$ cat src/rtl/vscr_pkg.sv
// Package: shared constants for the serial scrambler / NRZI encoder.
// Assumes a single tap pair plus the end of the history register.
package vscr_pkg;
    localparam int unsigned SCR_ORDER = 9;
    localparam int unsigned SCR_TAP   = 4;
endpackage

$ cat src/rtl/vscr_scrambler.sv
// Self-synchronizing scrambler: s = d ^ s[n-TAP] ^ s[n-ORDER].
// Assumes TAP < ORDER. The history shifts only when adv is high, and
// clears on reset or clr.
module vscr_scrambler #(
    parameter int unsigned ORDER = vscr_pkg::SCR_ORDER,
    parameter int unsigned TAP   = vscr_pkg::SCR_TAP
) (
    input  logic             clk,
    input  logic             rst_n,
    input  logic             clr,
    input  logic             adv,
    input  logic             din,
    output logic             scr_bit,
    output logic [ORDER-1:0] state
);
    logic [ORDER-1:0] st_q;
    logic [ORDER-1:0] st_d;

    // Feedback: newest history bit is index 0, oldest is ORDER-1.
    assign scr_bit = din ^ st_q[TAP-1] ^ st_q[ORDER-1];

    // Next-history wiring, one stage per bit.
    for (genvar i = 0; i < ORDER; i++) begin : g_shift
        if (i == 0) begin : g_head
            assign st_d[i] = scr_bit;
        end else begin : g_body
            assign st_d[i] = st_q[i-1];
        end
    end

    // History register: clear, advance or hold.
    always_ff @(posedge clk) begin
        if (!rst_n || clr) begin
            st_q <= '0;
        end else if (adv) begin
            st_q <= st_d;
        end
    end

    assign state = st_q;
endmodule

$ cat src/rtl/vscr_nrzi.sv
// NRZI (X + 1) stage: the held level inverts on a 1 and holds on a 0.
// Assumes the level changes only when adv is high.
module vscr_nrzi (
    input  logic clk,
    input  logic rst_n,
    input  logic clr,
    input  logic adv,
    input  logic bit_in,
    output logic level_next,
    output logic level
);
    logic level_q;

    // Level that this cycle's bit produces.
    assign level_next = level_q ^ bit_in;

    // Level register: clear, advance or hold.
    always_ff @(posedge clk) begin
        if (!rst_n || clr) begin
            level_q <= 1'b0;
        end else if (adv) begin
            level_q <= level_next;
        end
    end

    assign level = level_q;
endmodule

$ cat src/rtl/video_scr_nrzi.sv
// Top: scrambler cascaded with the NRZI stage, plus a bypass mux in front
// of one output register. Assumes one bit per cycle where ce is high.
// Bypass freezes both stages. Latency is one enabled cycle in every mode.
module video_scr_nrzi #(
    parameter int unsigned ORDER = vscr_pkg::SCR_ORDER,
    parameter int unsigned TAP   = vscr_pkg::SCR_TAP
) (
    input  logic clk,
    input  logic rst_n,
    input  logic clr,
    input  logic ce,
    input  logic bypass,
    input  logic din,
    output logic dout
);
    logic             adv;
    logic             scr_bit;
    logic [ORDER-1:0] scr_state;
    logic             level_next;
    logic             level_q;
    logic             out_q;

    // Both coding stages move only on enabled normal-mode cycles.
    assign adv = ce & ~bypass;

    vscr_scrambler #(.ORDER(ORDER), .TAP(TAP)) u_scr (
        .clk    (clk),
        .rst_n  (rst_n),
        .clr    (clr),
        .adv    (adv),
        .din    (din),
        .scr_bit(scr_bit),
        .state  (scr_state)
    );

    vscr_nrzi u_nrzi (
        .clk       (clk),
        .rst_n     (rst_n),
        .clr       (clr),
        .adv       (adv),
        .bit_in    (scr_bit),
        .level_next(level_next),
        .level     (level_q)
    );

    // Output register: raw input in bypass, new NRZI level otherwise.
    always_ff @(posedge clk) begin
        if (!rst_n || clr) begin
            out_q <= 1'b0;
        end else if (ce) begin
            out_q <= bypass ? din : level_next;
        end
    end

    assign dout = out_q;
endmodule

$ cat config.mk
export PLATFORM = sky130hd
export DESIGN_NAME = video_scr_nrzi
export DESIGN_NICKNAME = d
export VERILOG_FILES = /design/src/rtl/vscr_pkg.sv /design/src/rtl/vscr_scrambler.sv /design/src/rtl/vscr_nrzi.sv /design/src/rtl/video_scr_nrzi.sv
export SDC_FILE = /design/constraint.sdc
export NUM_CORES = 1
export LEC_CHECK = 0
export BUFFER_PORTS_ARGS = -buffer_cell sky130_fd_sc_hd__buf_2
export CAP_MARGIN = 5
export CORE_AREA = 2 2 39 41
export CTS_CLUSTER_DIAMETER = 100
export DETAILED_ROUTE_END_ITERATION = 12
export DIE_AREA = 0 0 41 43
export PLACE_DENSITY = 0.57
export SLEW_MARGIN = 30
export SYNTH_ARGS = -nofsm -noshare
export SYNTH_HDL_FRONTEND = slang
export SYNTH_SLANG_ARGS = --single-unit
$ cat constraint.sdc
create_clock -name clk -period 3.7 [get_ports clk]
set_input_delay 0 -clock clk [delete_from_list [all_inputs] [get_ports clk]]
set_output_delay 0 -clock clk [all_outputs]
set_load 0.005 [all_outputs]
==> reports/results.md <==
| Step | Quantity | This run |
| --- | --- | --- |
| route | Drt initial violations | 6 |
| setup path | Cell count of the worst reg-to-reg path | 3 |
| power | Switching power | 0.0000455 W |
| synth | Top-area cell type share of the netlist area | 50.0% |
| placement | Cells after DPL | 71 |
| synth | Top cells by area, synth | sky130_fd_sc_hd__dfxtp_1 (50%), sky130_fd_sc_hd__nand2_1 (14%), sky130_fd_sc_hd__a21oi_1 (11%) |
| die | Chip Height | 43 microns |
| die | Die extent in x | 41 microns |
| synth | Combinational family with the most area after synthesis | simple AND/OR/NAND/NOR gates |
| timing | Fin. max-slew vios | 0 |
| synth | Yosys cell types | 13 |
| power | Switching share of power | 21.4% |
| synth | Sequential cell area fraction in the yosys report | 50.0% |
| power | Power per unit of standard cell area | 420 nW/um^2 |
| route | Via count | 344 |
| placement | Detailed placer's ending HPWL | 494 microns |
| placement | Count of input and output buffers | 6 |
| timing | Max-slew headroom | 55.3% |
| global routing | GRT Overall Usage | 11.3% |
| cells and area | Most frequent standard cell in the layout excluding fill and tap cells | sky130_fd_sc_hd__nand2_1 |
| cells and area | Layout-stage area growth over the synthesis result | 14.8% |
| cells and area | Most used cells in the layout excluding fill and tap cells | sky130_fd_sc_hd__nand2_1 (17), sky130_fd_sc_hd__dfxtp_1 (11), sky130_fd_sc_hd__a21oi_1 (10) |
| cells and area | Fraction of final layout cells sized beyond drive strength 1 | 16.9% |
| synth | Xor/xnor cell area share of the yosys netlist | 7.10% |
| outcome | Result of the run | finished clean |
| synth | Netlist area before placement | 440 sq um |
| route | DRC violations left | 0 |
| setup path | Type of origin of the critical path | flop |
| global routing | Number of antenna violations at the first check in global routing | 0 |
| timing | Endpoints failing hold | 0 |
| die | Die area | 1760 sq um |
| clocking | Clock Latency Late Sink | 0.26 ns |
| clocking | Hold Buf Count CTS | 0 |
| timing | Min Clock Period, post-route | 1.32 ns |
| synth | Average cell area after synthesis | 8.47 sq um |
| clocking | TritonCTS clock tree | yes |
| setup path | Critical Path AT | 1.52 ns |
| min path | Hold Path Origin | bypass |
| route | Via density per instance | 4.59 |
| global routing | GRT overflow | 0 |
| timing | Largest clock skew in the final design | 0.000174 ns |
| setup path | Worst setup path class | reg -> reg |
| power | Internal power contribution | 0.000167 W |
| synth | Warning count from the yosys run | 0 |
| die | Placeable core region | 1380 sq um |
| power | Power share of the clock group | 36.9% |
| die | Initial Util | 31.8% |
| setup path | Endpoint type of the worst setup path | flop |
| synth | Gate count of the mapped netlist | 52 |
| timing | Number of failing setup endpoints in the final timing report | 0 |
| setup path | CP Max Fanout | 4 |
| placement | Final GP Congestion | 0.690 |
| min path | Worst Hold Path Cells | 4 |
| min path | Terminating pin of the worst hold path | dout |
| timing | Final period util | 35.8% |
| cells and area | Fin cells | 75 |
| power | Peak ir drop on the vdd network | 0.236 mV |
| global routing | Pin count of the biggest net entering global routing | 12 |
| die | Top Ports | 7 |
| power | LEAKAGE | 0.178 nW |
| setup path | Register-to-register setup slack | 2.38 ns |
| setup path | Setup crit start | u_scr.state[3] |
| synth | Cell type with the highest aggregate area in the netlist | sky130_fd_sc_hd__dfxtp_1 |
| timing | Post-Route Setup TNS | 0 ns |
| synth | Simple-gate area share of the yosys netlist | 25.0% |
| synth | Flops & latches, synth | 11 |
| clocking | Post-CTS setup-driven buffer insertion count | 0 |
| cells and area | Filler cell count in the final layout | 154 |
| die | Number of rows in the core area | 14 |
| timing | RSZ-0062 raised after global routing | no |
| synth | Compound-gate portion of the synthesized area | 15.3% |
| synth | Number of nets in the synthesized netlist | 58 |
| clocking | H-tree depth | 1 |
| clocking | Largest buffer count on any clock path | 2 |
| power | Sequential share of power | 56.4% |
| global routing | Wire length of the first global-routing pass | 1240 microns |
| job | Maximum capacitance violations | 0 |
| synth | Portion of netlist area occupied by mux cells | 0% |
| cells and area | Final Net Count | 66 |
| clocking | Number of sinks handled by clock tree synthesis | 11 |
| clocking | TritonCTS Buffers | 3 |
| timing | Worst Max-Slew Pin Slew | 0.669 ns |
| clocking | Register clock-pin slew on the reported worst setup and hold paths | 0.06 ns |
| setup path | Start of the worst register-to-register path | u_scr.state[3] |
| clocking | Post-cts sizing count | 0 |
| cells and area | Number of inserted diodes | 0 |
| global routing | Via count of the first global-routing pass | 286 |
| setup path | Endpoint required time on the critical path | 3.89 ns |
| synth | Adder-cell area share of the yosys netlist | 0% |
| setup path | Critical register-to-register path endpoint | u_nrzi.level |
| route | Routed wire per std cell | 9.33 microns |
| clocking | Clock root cell | sky130_fd_sc_hd__clkbuf_4 |
| timing | Maximum operating frequency | 756 MHz |
| min path | Classification of the worst-slack hold path | in -> reg |
| route | Pre-antenna DRT Iters | 4 |
| route | Detailed Route WL | 700 microns |
| power | Portion of total power attributed to combinational logic | 6.6% |
| route | Residual antenna-violating net count after detailed routing | 0 |
[routing by layer]
metal,GRT usage (%),wire length [microns]
met1,14.4,315
met2,13.8,336
met5,0,0
met4,10.0,20
met3,4.71,28
[power groups by stage]
stage | clock [W] | combinational, W | sequential [W]
final | 0.0000783 | 0.0000141 | 0.000120
after global routing | 0.0000886 | 0.0000163 | 0.000120
after CTS | 0.0000832 | 0.0000143 | 0.000120
after detailed placement | 0 | 0.0000142 | 0.000123
after global placement | 0 | 0.0000143 | 0.000123
after floorplan | 0 | 0.00000906 | 0.000123
[Yosys cell counts]
cell and n:
sky130_fd_sc_hd__a211oi_1 1, sky130_fd_sc_hd__a21oi_1 10, sky130_fd_sc_hd__clkbuf_1 3, sky130_fd_sc_hd__dfxtp_1 11
sky130_fd_sc_hd__nand2_1 17, sky130_fd_sc_hd__nand2b_1 2, sky130_fd_sc_hd__nand2b_4 1, sky130_fd_sc_hd__nand3b_1 1
sky130_fd_sc_hd__nor2b_1 1, sky130_fd_sc_hd__o21ai_0 2, sky130_fd_sc_hd__or3_1 1, sky130_fd_sc_hd__xnor3_1 1
sky130_fd_sc_hd__xor2_1 1
[through the flow]
stage | utilization [%] | total power [W] | hold slack [ns] | instance area, sq um | setup WS, ns
after floorplan | - | 0.000132 | 0.156 | 440 | 2.45
after global routing | 36.5 | 0.000225 | 0.130 | 505 | 2.29
after detailed placement | 34.6 | 0.000137 | 0.356 | 479 | 2.40
after CTS | 36.5 | 0.000217 | 0.0714 | 505 | 2.38
final | 36.5 | 0.000212 | 0.0787 | 505 | 2.38
after global placement | 34.6 | 0.000137 | 0.346 | 479 | 2.42
[worst max-delay path by stage]
stage / endpoint / slack (ns) / cells past startpoint
floorplan: u_nrzi.level / 2.45 / 3
global placement: u_nrzi.level / 2.42 / 3
detailed placement: u_nrzi.level / 2.40 / 3
CTS: u_nrzi.level / 2.38 / 3
global route: u_nrzi.level / 2.29 / 3
finish: u_nrzi.level / 2.38 / 3
[layout make-up]
cell class                 instances  area [sq um]  share of cell area (%)
sequential                        11           220                    43.6
multi-input combinational         38           209                    41.3
timing repair buffer               6          30.0                    5.94
clock buffer                       4          26.3                    5.20
tap                               16          20.0                    3.96
[flip-flops by register name, summed over array words and instances (netlist names)]
name and cells:
u_scr.state 9, dout 1, u_nrzi.level 1
[critical path: stages, from the launching register on]
cell and delay (ns):
sky130_fd_sc_hd__dfxtp_1 0.35, sky130_fd_sc_hd__xnor3_1 0.45, sky130_fd_sc_hd__or3_1 0.33, sky130_fd_sc_hd__a21oi_1 0.13
[cells by family after synthesis]
| group | after synthesis |
|---|---|
| xor+xnor | 2 |
| flops | 11 |
| simple gates | 23 |
| compound gates | 13 |
| buf+inv | 3 |
Note: power is estimated with default switching activity, not from simulation.
